### src/rtl/evtirq_pkg.sv
package evtirq_pkg;

  localparam logic [15:0] A_INFO       = 16'h0004;
  localparam logic [15:0] A_WHOAMI     = 16'h2000;
  localparam logic [15:0] A_EVENT      = 16'h2004;
  localparam logic [15:0] A_IPI_SEND   = 16'h2008;
  localparam logic [15:0] A_IPI_ACK    = 16'h200C;
  localparam logic [15:0] A_IPI_UNMASK = 16'h2028;

  localparam logic [3:0]  A_ROUTE_PAGE = 4'h3;
  localparam logic [6:0]  A_BANK_PAGE  = 7'b0100_000;

  typedef enum logic [15:0] {
    EV_NONE = 16'd0,
    EV_LINE = 16'd1,
    EV_IPI  = 16'd4
  } ev_kind_t;

  localparam logic [15:0] IPI_FROM_PEER = 16'd1;

endpackage

### src/rtl/evtirq_linebank.sv
module evtirq_linebank #(
  parameter int NUM_LINES = 64,
  parameter int NUM_CORES = 4,
  localparam int WORDS  = NUM_LINES / 32,
  localparam int LINE_W = $clog2(NUM_LINES),
  localparam int WORD_W = (WORDS > 1) ? $clog2(WORDS) : 1
) (
  input  logic                                  clk,
  input  logic                                  rst_n,
  input  logic                                  swp_set_we,
  input  logic                                  swp_clr_we,
  input  logic                                  msk_set_we,
  input  logic                                  msk_clr_we,
  input  logic [WORD_W-1:0]                     word_sel,
  input  logic [31:0]                           wdata,
  input  logic                                  route_we,
  input  logic [LINE_W-1:0]                     route_sel,
  input  logic [NUM_CORES-1:0]                  route_wdata,
  input  logic                                  claim_we,
  input  logic [LINE_W-1:0]                     claim_sel,
  output logic [NUM_LINES-1:0]                  swp_o,
  output logic [NUM_LINES-1:0]                  mask_o,
  output logic [NUM_LINES-1:0][NUM_CORES-1:0]   route_o
);

  logic [NUM_LINES-1:0] swp_q, swp_d;
  logic [NUM_LINES-1:0] mask_q, mask_d;
  logic                 bank_en;

  always_comb begin
    swp_d  = swp_q;
    mask_d = mask_q;
    for (int w = 0; w < WORDS; w++) begin
      if (int'(word_sel) == w) begin
        if (swp_set_we) swp_d[w*32 +: 32]  = swp_q[w*32 +: 32] | wdata;
        if (swp_clr_we) swp_d[w*32 +: 32]  = swp_q[w*32 +: 32] & ~wdata;
        if (msk_set_we) mask_d[w*32 +: 32] = mask_q[w*32 +: 32] | wdata;
        if (msk_clr_we) mask_d[w*32 +: 32] = mask_q[w*32 +: 32] & ~wdata;
      end
    end
    if (claim_we) mask_d[claim_sel] = 1'b1;
  end

  assign bank_en = swp_set_we | swp_clr_we | msk_set_we | msk_clr_we | claim_we;

  always_ff @(posedge clk or negedge rst_n) begin
    if (!rst_n) begin
      swp_q  <= '0;
      mask_q <= '1;
    end else if (bank_en) begin
      swp_q  <= swp_d;
      mask_q <= mask_d;
    end
  end

  for (genvar i = 0; i < NUM_LINES; i++) begin : g_route
    logic [NUM_CORES-1:0] route_q;
    logic                 route_en;

    assign route_en = route_we && (route_sel == LINE_W'(i));

    always_ff @(posedge clk or negedge rst_n) begin
      if (!rst_n)        route_q <= '0;
      else if (route_en) route_q <= route_wdata;
    end

    assign route_o[i] = route_q;
  end

  assign swp_o  = swp_q;
  assign mask_o = mask_q;

  // a claimed line is masked from the next cycle
  p_claim_masks_r7: assert property (@(posedge clk) disable iff (!rst_n)
    claim_we |=> mask_q[$past(claim_sel)]);

  for (genvar w = 0; w < WORDS; w++) begin : g_word_chk
    // one-to-clear removes every written bit
    p_mask_clear_r5: assert property (@(posedge clk) disable iff (!rst_n)
      (msk_clr_we && int'(word_sel) == w) |=>
        ((mask_q[w*32 +: 32] & $past(wdata)) == 32'd0));
    // one-to-set raises every written bit
    p_swp_set_r4: assert property (@(posedge clk) disable iff (!rst_n)
      (swp_set_we && int'(word_sel) == w) |=>
        ((swp_q[w*32 +: 32] & $past(wdata)) == $past(wdata)));
  end

endmodule

### src/rtl/evtirq_picker.sv
module evtirq_picker #(
  parameter int NUM_LINES = 64,
  parameter int NUM_CORES = 4,
  localparam int LINE_W = $clog2(NUM_LINES)
) (
  input  logic [NUM_LINES-1:0]                  irq_in,
  input  logic [NUM_LINES-1:0]                  swp,
  input  logic [NUM_LINES-1:0]                  mask,
  input  logic [NUM_LINES-1:0][NUM_CORES-1:0]   route,
  output logic [NUM_CORES-1:0]                  hit_o,
  output logic [NUM_CORES-1:0][LINE_W-1:0]      idx_o
);

  logic [NUM_LINES-1:0] live;

  assign live = (irq_in | swp) & ~mask;

  for (genvar c = 0; c < NUM_CORES; c++) begin : g_core
    logic              hit_c;
    logic [LINE_W-1:0] idx_c;

    // scan from the top so the lowest eligible line is written last
    always_comb begin
      hit_c = 1'b0;
      idx_c = '0;
      for (int i = NUM_LINES - 1; i >= 0; i--) begin
        if (live[i] && route[i][c]) begin
          hit_c = 1'b1;
          idx_c = LINE_W'(i);
        end
      end
    end

    assign hit_o[c] = hit_c;
    assign idx_o[c] = idx_c;
  end

endmodule

### src/rtl/evtirq_ipi.sv
module evtirq_ipi #(
  parameter int NUM_CORES = 4,
  localparam int CORE_W = (NUM_CORES > 1) ? $clog2(NUM_CORES) : 1
) (
  input  logic                 clk,
  input  logic                 rst_n,
  input  logic [CORE_W-1:0]    core_sel,
  input  logic                 send_we,
  input  logic                 ack_we,
  input  logic                 unmask_we,
  input  logic                 claim_we,
  input  logic [31:0]          wdata,
  output logic [NUM_CORES-1:0] pend_o,
  output logic [NUM_CORES-1:0] mask_o
);

  logic [NUM_CORES-1:0] pend_q, pend_d;
  logic [NUM_CORES-1:0] mask_q, mask_d;
  logic                 ipi_en;

  always_comb begin
    pend_d = pend_q;
    mask_d = mask_q;
    if (send_we)               pend_d = pend_q | wdata[NUM_CORES-1:0];
    if (ack_we && wdata[0])    pend_d[core_sel] = 1'b0;
    if (unmask_we && wdata[0]) mask_d[core_sel] = 1'b0;
    if (claim_we)              mask_d[core_sel] = 1'b1;
  end

  assign ipi_en = send_we | ack_we | unmask_we | claim_we;

  always_ff @(posedge clk or negedge rst_n) begin
    if (!rst_n) begin
      pend_q <= '0;
      mask_q <= '0;
    end else if (ipi_en) begin
      pend_q <= pend_d;
      mask_q <= mask_d;
    end
  end

  assign pend_o = pend_q;
  assign mask_o = mask_q;

  // every addressed core becomes pending
  p_ipi_send_r8: assert property (@(posedge clk) disable iff (!rst_n)
    send_we |=> ((pend_q & $past(wdata[NUM_CORES-1:0])) == $past(wdata[NUM_CORES-1:0])));
  // acknowledge drops the writer's pending state
  p_ipi_ack_r9: assert property (@(posedge clk) disable iff (!rst_n)
    (ack_we && wdata[0]) |=> !pend_q[$past(core_sel)]);
  // claiming the event masks the reader's source
  p_ipi_claim_r9: assert property (@(posedge clk) disable iff (!rst_n)
    claim_we |=> mask_q[$past(core_sel)]);

endmodule

### src/rtl/evtirq_ctrl.sv
module evtirq_ctrl
  import evtirq_pkg::*;
#(
  parameter int NUM_LINES = 64,
  parameter int NUM_CORES = 4,
  localparam int CORE_W = (NUM_CORES > 1) ? $clog2(NUM_CORES) : 1
) (
  input  logic                 clk,
  input  logic                 rst_n,
  input  logic [CORE_W-1:0]    bus_core,
  input  logic                 bus_rd,
  input  logic                 bus_wr,
  input  logic [15:0]          bus_addr,
  input  logic [31:0]          bus_wdata,
  output logic [31:0]          bus_rdata,
  input  logic [NUM_LINES-1:0] irq_in,
  output logic [NUM_CORES-1:0] core_irq
);

  localparam int WORDS  = NUM_LINES / 32;
  localparam int LINE_W = $clog2(NUM_LINES);
  localparam int WORD_W = (WORDS > 1) ? $clog2(WORDS) : 1;

  // reset: asserted at once, released after two clock edges
  logic [1:0] rst_pipe;
  logic       rst_n_s;

  always_ff @(posedge clk or negedge rst_n) begin
    if (!rst_n) rst_pipe <= 2'b00;
    else        rst_pipe <= {rst_pipe[0], 1'b1};
  end
  assign rst_n_s = rst_pipe[1];

  // address decode
  logic              rd_go, core_ok;
  logic              is_info, is_whoami, is_event, is_send, is_ack, is_unmask;
  logic              is_route, is_bank, bank_msk, bank_clr;
  logic [LINE_W-1:0] route_idx;
  logic [WORD_W-1:0] bank_word;

  always_comb begin
    rd_go     = bus_rd & ~bus_wr;
    core_ok   = int'(bus_core) < NUM_CORES;
    is_info   = bus_addr == A_INFO;
    is_whoami = bus_addr == A_WHOAMI;
    is_event  = bus_addr == A_EVENT;
    is_send   = bus_addr == A_IPI_SEND;
    is_ack    = bus_addr == A_IPI_ACK;
    is_unmask = bus_addr == A_IPI_UNMASK;
    is_route  = (bus_addr[15:12] == A_ROUTE_PAGE) && (bus_addr[1:0] == 2'b00) &&
                (int'(bus_addr[11:2]) < NUM_LINES);
    is_bank   = (bus_addr[15:9] == A_BANK_PAGE) && (bus_addr[1:0] == 2'b00) &&
                (int'(bus_addr[6:2]) < WORDS);
    bank_msk  = bus_addr[8];
    bank_clr  = bus_addr[7];
    route_idx = bus_addr[LINE_W+1:2];
    bank_word = bus_addr[WORD_W+1:2];
  end

  // state blocks
  logic [NUM_LINES-1:0]                swp_v, mask_v;
  logic [NUM_LINES-1:0][NUM_CORES-1:0] route_v;
  logic [NUM_CORES-1:0]                hit;
  logic [NUM_CORES-1:0][LINE_W-1:0]    idx;
  logic [NUM_CORES-1:0]                ipi_pend, ipi_mask, ipi_rdy;
  logic                                ev_rd, ipi_claim, line_claim;
  logic [LINE_W-1:0]                   claim_idx;

  evtirq_linebank #(
    .NUM_LINES (NUM_LINES),
    .NUM_CORES (NUM_CORES)
  ) u_bank (
    .clk         (clk),
    .rst_n       (rst_n_s),
    .swp_set_we  (bus_wr & is_bank & ~bank_msk & ~bank_clr),
    .swp_clr_we  (bus_wr & is_bank & ~bank_msk &  bank_clr),
    .msk_set_we  (bus_wr & is_bank &  bank_msk & ~bank_clr),
    .msk_clr_we  (bus_wr & is_bank &  bank_msk &  bank_clr),
    .word_sel    (bank_word),
    .wdata       (bus_wdata),
    .route_we    (bus_wr & is_route),
    .route_sel   (route_idx),
    .route_wdata (bus_wdata[NUM_CORES-1:0]),
    .claim_we    (line_claim),
    .claim_sel   (claim_idx),
    .swp_o       (swp_v),
    .mask_o      (mask_v),
    .route_o     (route_v)
  );

  evtirq_picker #(
    .NUM_LINES (NUM_LINES),
    .NUM_CORES (NUM_CORES)
  ) u_pick (
    .irq_in (irq_in),
    .swp    (swp_v),
    .mask   (mask_v),
    .route  (route_v),
    .hit_o  (hit),
    .idx_o  (idx)
  );

  evtirq_ipi #(
    .NUM_CORES (NUM_CORES)
  ) u_ipi (
    .clk       (clk),
    .rst_n     (rst_n_s),
    .core_sel  (bus_core),
    .send_we   (bus_wr & is_send),
    .ack_we    (bus_wr & is_ack & core_ok),
    .unmask_we (bus_wr & is_unmask & core_ok),
    .claim_we  (ipi_claim),
    .wdata     (bus_wdata),
    .pend_o    (ipi_pend),
    .mask_o    (ipi_mask)
  );

  assign ipi_rdy = ipi_pend & ~ipi_mask;

  // per-core event word; inter-processor events win over lines
  logic [NUM_CORES-1:0][31:0] ev_word;

  always_comb begin
    for (int c = 0; c < NUM_CORES; c++) begin
      if (ipi_rdy[c])  ev_word[c] = {EV_IPI, IPI_FROM_PEER};
      else if (hit[c]) ev_word[c] = {EV_LINE, 16'(idx[c])};
      else             ev_word[c] = {EV_NONE, 16'd0};
    end
  end

  assign core_irq = ipi_rdy | hit;

  // claim side effects of an event read
  always_comb begin
    ev_rd      = rd_go & is_event & core_ok;
    ipi_claim  = ev_rd & ipi_rdy[bus_core];
    line_claim = ev_rd & ~ipi_rdy[bus_core] & hit[bus_core];
    claim_idx  = idx[bus_core];
  end

  // read mux
  always_comb begin
    bus_rdata = '0;
    if (is_info)                   bus_rdata = 32'(NUM_LINES);
    else if (is_whoami)            bus_rdata = 32'(bus_core);
    else if (is_event && core_ok)  bus_rdata = ev_word[bus_core];
    else if (is_route)             bus_rdata = 32'(route_v[route_idx]);
    else if (is_bank && bank_msk)  bus_rdata = mask_v[int'(bank_word)*32 +: 32];
    else if (is_bank)              bus_rdata = swp_v[int'(bank_word)*32 +: 32];
  end

  for (genvar c = 0; c < NUM_CORES; c++) begin : g_core_chk
    // a line returned to a core is not returned to it again next cycle
    p_no_repeat_r7: assert property (@(posedge clk) disable iff (!rst_n_s)
      (line_claim && bus_core == CORE_W'(c)) |=> !(hit[c] && idx[c] == $past(claim_idx)));
    // the line offered to a core is unmasked in the bank
    p_offer_unmasked_r6: assert property (@(posedge clk) disable iff (!rst_n_s)
      hit[c] |-> !mask_v[idx[c]]);
  end

endmodule

### config.mk
export PLATFORM = sky130hd
export DESIGN_NAME = evtirq_ctrl
export DESIGN_NICKNAME = d
export VERILOG_FILES = /design/src/rtl/evtirq_pkg.sv /design/src/rtl/evtirq_linebank.sv /design/src/rtl/evtirq_picker.sv /design/src/rtl/evtirq_ipi.sv /design/src/rtl/evtirq_ctrl.sv
export SDC_FILE = /design/constraint.sdc
export NUM_CORES = 1
export LEC_CHECK = 0
export ABC_AREA = 1
export BUFFER_PORTS_ARGS = -buffer_cell sky130_fd_sc_hd__buf_2
export CORE_AREA = 2 2 352 250
export CTS_CLUSTER_SIZE = 28
export DETAILED_ROUTE_END_ITERATION = 8
export DIE_AREA = 0 0 354 252
export PLACE_DENSITY = 0.48
export SLEW_MARGIN = 0
export SYNTH_ARGS = -nofsm -noshare
export SYNTH_HDL_FRONTEND = slang
export SYNTH_HIERARCHICAL = 1
export SYNTH_SLANG_ARGS = --single-unit
### constraint.sdc
create_clock -name clk -period 23.6 [get_ports clk]
set_clock_uncertainty 0.1 [all_clocks]
set_input_delay 3.54 -clock clk [delete_from_list [all_inputs] [get_ports clk]]
set_output_delay 3.54 -clock clk [all_outputs]
set_load 0.005 [all_outputs]
# Word-level counts from Yosys, hierarchy flattened
# Index checks and enable logic that the tools add are counted.
[op_classes]
n_lt_le_gt_ge = 7
n_eq_ne = 71
shifts = 2
muxes = 555
bitwise = 49
reduce_logical = 334
[ops]
columns = ["cell", "count"]
rows = [
  ["6-bit two-way mux", 257],
  ["32-bit two-way mux", 19],
  ["1-bit logical AND", 329],
  ["1-bit two-way mux", 260],
  ["6-bit == test (second input constant)", 32],
  ["32-bit AND", 4],
  ["32-bit bitwise OR", 4],
  ["64-bit bitwise OR", 2],
  ["64-bit by 7-bit indexed part select with 32-bit output", 2],
  ["6-bit by 5-bit == test with 1-bit output (second input constant)", 16],
  ["16-bit by 14-bit == test with 1-bit output (second input constant)", 5],
  ["17-bit two-way mux", 4],
  ["64-bit AND", 1],
  ["32-bit binary-select mux with 2-bit select", 1],
  ["64-bit two-way mux", 1],
  ["64-bit inverter", 1],
  ["6-bit by 4-bit == test with 1-bit output (second input constant)", 8],
  ["19-bit two-way mux", 2],
  ["32-bit inverter", 1],
  ["4-bit binary-select mux with 6-bit select", 1],
  ["6-bit by 3-bit == test with 1-bit output (second input constant)", 4],
  ["4-bit two-way mux", 5],
  ["1-bit AND", 16],
  ["16-bit by 3-bit == test with 1-bit output (second input constant)", 1],
  ["other kinds (23)", 42],
]
[word_totals]
ff_bits = 394
inputBits = 118
output_inout_bits = 36
word_cells = 1088

# Logic depth before layout (Yosys ltp)
[depth]
depth_word = 75
depth_mapped = 73
depth_no_buf = 73

# Modules after synthesis
# The synthesis kept the hierarchy.
[by_module_without_submodules]
columns = ["mod", "instances", "cells_per_inst", "area_per_inst_um2", "seq_area_each_um2"]
rows = [
  ["evtirq_linebank", 1, 1911, 15921.5, 9689.3],
  ["evtirq_ctrl", 1, 1150, 4902.2, 50.0],
  ["evtirq_picker", 1, 1083, 4391.7, 0.0],
  ["evtirq_ipi", 1, 42, 344.1, 200.2],
]

# Worst setup path after synthesis
# Ideal clock, no wire load.
[synth_path]
path_kind = "in2out"
startpoint = "in irq_in[61]"
endpoint = "out bus_rdata[0]"
arrival_time_ps = 7006
required_time_ps = 19960
slack_ps = 12954
path_stages = 72
n_path_buf = 0
path_cell_list = "nor2_1 -> nor2_2 -> nand2_1 -> nand2_1 -> nand2_1 -> nand2_1 -> nand2_1 -> nand2_1 -> nand2_1 -> nand2_1 -> nand2_1 -> nand2_1 -> nand2_1 -> nand2_1 -> nand2_1 -> nand2_1 -> nand2_1 -> nand2_1 -> (+36 left out) -> nand2_1 -> nand2_1 -> nand2_1 -> nand2_1 -> nand2_1 -> nand2_1 -> nand2_1 -> nand2_1 -> nand2_1 -> a21oi_2 -> nand2_1 -> o22ai_1 -> o22ai_1 -> nand2_1 -> nand2_1 -> inv_1 -> nand2_1 -> nand2_1"
[synth_rtl]
columns = ["item", "line_no", "text"]
rows = [
  ["from (decl)", "evtirq_ctrl.sv:16", "input logic [NUM_LINES-1:0] irq_in,"],
  ["to (decl)", "evtirq_ctrl.sv:15", "output logic [31:0] bus_rdata,"],
]

==> metrics <==
PwrDens 54.0 nW/um2; largest family of logic cells by synthesized area simple AND/OR/NAND/NOR gates; Comb pwr share 0.101; Synth Warn # 6; die height 252 um; Cell variety after synth 40; WHS 0.248 ns; Worst Path Required 19.96 ns; routed via count 28500; Final Setup Violations 0; HP Start rst_pipe[0]; R2R cell count 72; CTS buffer count 45; crit-path max FO 4; CP most frequent cell nand2_1; Clock Path Buffers 3; initial antenna violation count 9; setup TNS 0 ns; post-synth top area share 0.323; CTS sink count 394; post-DP HPWL 97700 um; leading post-synthesis cells by cell area dfrtp_1 32%, nand2_1 31%, nor2_1 8.5%; post-synth top area cell dfrtp_1; htree depth 2; sw frac 0.287; CP startpoint irq_in[61]; Synth Area in Adders 0; clock share of power 0.463; Core ar. 85600 um2; Hold Crit Endpoint rst_pipe[1]; CTS tree built; CTS Root Cell clkbuf_16; routed wire length 129000 um; register share of total power 0.436; fin crit share 0.516; post-CTS setup buffers 0; Max stage delay on crit path 0.20 ns; Post-synth EDFFs 0; XOR/XNOR Fraction of Synth Area 0; largest net degree at the start of global routing 139; crit path DAT 8.54 ns; Synth Area in Compound Gates 0.108; width of the die 354 um; Yosys reg bits 394; Max Clk Rate 0.0821 GHz; WS Path Type in2out; drt first pass iters 6; Max Cap Violations 0; status completed; synth cell count leaders 2144 x nand2_1, 576 x nor2_1, 330 x dfrtp_1; post-synthesis mux area share 0; CTS resizes 0; share of cells above drive strength 1 0.0855; vias in the first global route 25500; ys flop type dfrtp_1; die area 89200 um2; sequential share of the synthesized area 0.389; Syn Nets 4304; initial core utilization 0.299; nets 4401; fin crit period 12.18 ns; gpl congestion 1.03; number of antenna-violating nets in the routed design 0; Tightest Pin Transition 1.27 ns; maximum VDD drop 54.5 uV; most common cell in the netlist nand2_1; reg-to-reg endpoint u_bank/mask_o[57]; Worst R2R Start u_bank/mask_o[62]; slowest CP cell nor2_2; Critical Path Source Type input pin; Rel. slew slack 0.150; area delta synth->final 12.8%; total gr overflow 0; Slew Limit Fails 0; Hold Violations, Final 0; Reg clk slew, reported paths 0.06 ns; Critical Path Sink Type primary output; hold buffers post-CTS 0; syn_area_per_cell 6.11 um2; Min-Delay Path Class reg2reg; num rows 90; Net Sw Power 0.000447 W; RSZ-0062 raised after global routing no; clk_lat worst skew 0.63 ns; IO Pins 154; Post-Layout Cell Count 5467; hold path depth 0; Via-to-Cell Ratio 5.22; IO Port Bufs 153; global-route wire length before repair 185000 um; # DRC 0; GRT Overall Usage 0.285; fraction of registers with async set/reset 1.00; cell count after placement 5386; Synth Instances 4186; simple-gate share of the synthesized area 0.439; r2r setup slk 16.49 ns; Iter 0 DRT Violations 4115; routed len/inst 23.7 um; Internal 0.00111 W; LEAKAGE 15.2 nW; Synth Cell Area 25600 um2
-- cells in the final DEF, fill, tap and decap left out, drive strengths merged, types with 4 or more instances in the layout --
cell type	instances
a211oi	6
a21oi	84
a22oi	10
a31oi	19
buf	195
clkbuf	69
clkinv	12
dfrtp	330
dfstp	64
inv	232
nand2	2148
nand3	101
nand4	18
nor2	587
nor3	27
nor4	9
o211ai	5
o21ai	323
o21bai	9
o22ai	49
o31ai	4
-- through the flow --
step | cell area (um2) | setup slack, ns | utilization | total power, W
floorplan | 25600 | 11.82 | - | 0.000766
global route | 28800 | 10.71 | 0.337 | 0.00161
global placement | 27400 | 11.56 | 0.320 | 0.000844
CTS | 28800 | 11.57 | 0.337 | 0.00157
detailed placement | 27400 | 11.59 | 0.320 | 0.000844
finish | 28800 | 11.42 | 0.337 | 0.00156
-- power groups by stage --
stage	Clock (W)	Sequential, W	Combinational, W
CTS	0.000737	0.000679	0.000153
finish	0.000721	0.000679	0.000157
global route	0.000764	0.000679	0.000167
floorplan	0	0.000698	0.0000677
detailed placement	0	0.000691	0.000152
global placement	0	0.000691	0.000153
-- how the worst max path moves through the flow --
stage | to | cells past startpoint | slack (ns)
after global routing | bus_rdata[0] | 73 | 10.71
after detailed placement | bus_rdata[0] | 74 | 11.59
after floorplan | async pin | 0 | 11.82
after global placement | bus_rdata[0] | 74 | 11.56
after CTS | bus_rdata[0] | 74 | 11.57
final | bus_rdata[0] | 74 | 11.42
-- critical path: cells and delay by family --
kind	cells	cell delay [ns]
AO/OA/AOI/OAI	3	0.42
buffers and inverters	3	0.25
AND/OR/NAND/NOR	68	4.29
-- logic make-up (layout without fill, tap and decap cells) --
| kind of cell | Yosys count | count (layout) |
|---|---|---|
| AO/OA/AOI/OAI | 513 | 513 |
| buffers and inverters | 381 | 511 |
| flip-flops | 394 | 394 |
| other | 1 | 2 |
| AND/OR/NAND/NOR | 2897 | 2897 |
-- area by class of cell --
type,instances,area (um2)
clock inverter,11,123
fill,9562,56800
tap,1150,1440
sequential,394,9940
multi-input combinational,3411,14000
antenna,1,2.50
inverter,236,888
timing repair buffer,195,1100
clock buffer,69,1310
-- routing by layer --
layer  global-route usage  share of wire
met1                0.451           0.48
met2                0.369           0.37
met3               0.0872           0.13
met4               0.0567          0.020
met5                    0        0.00021
No activity file was read; power rests on OpenSTA's default activity.
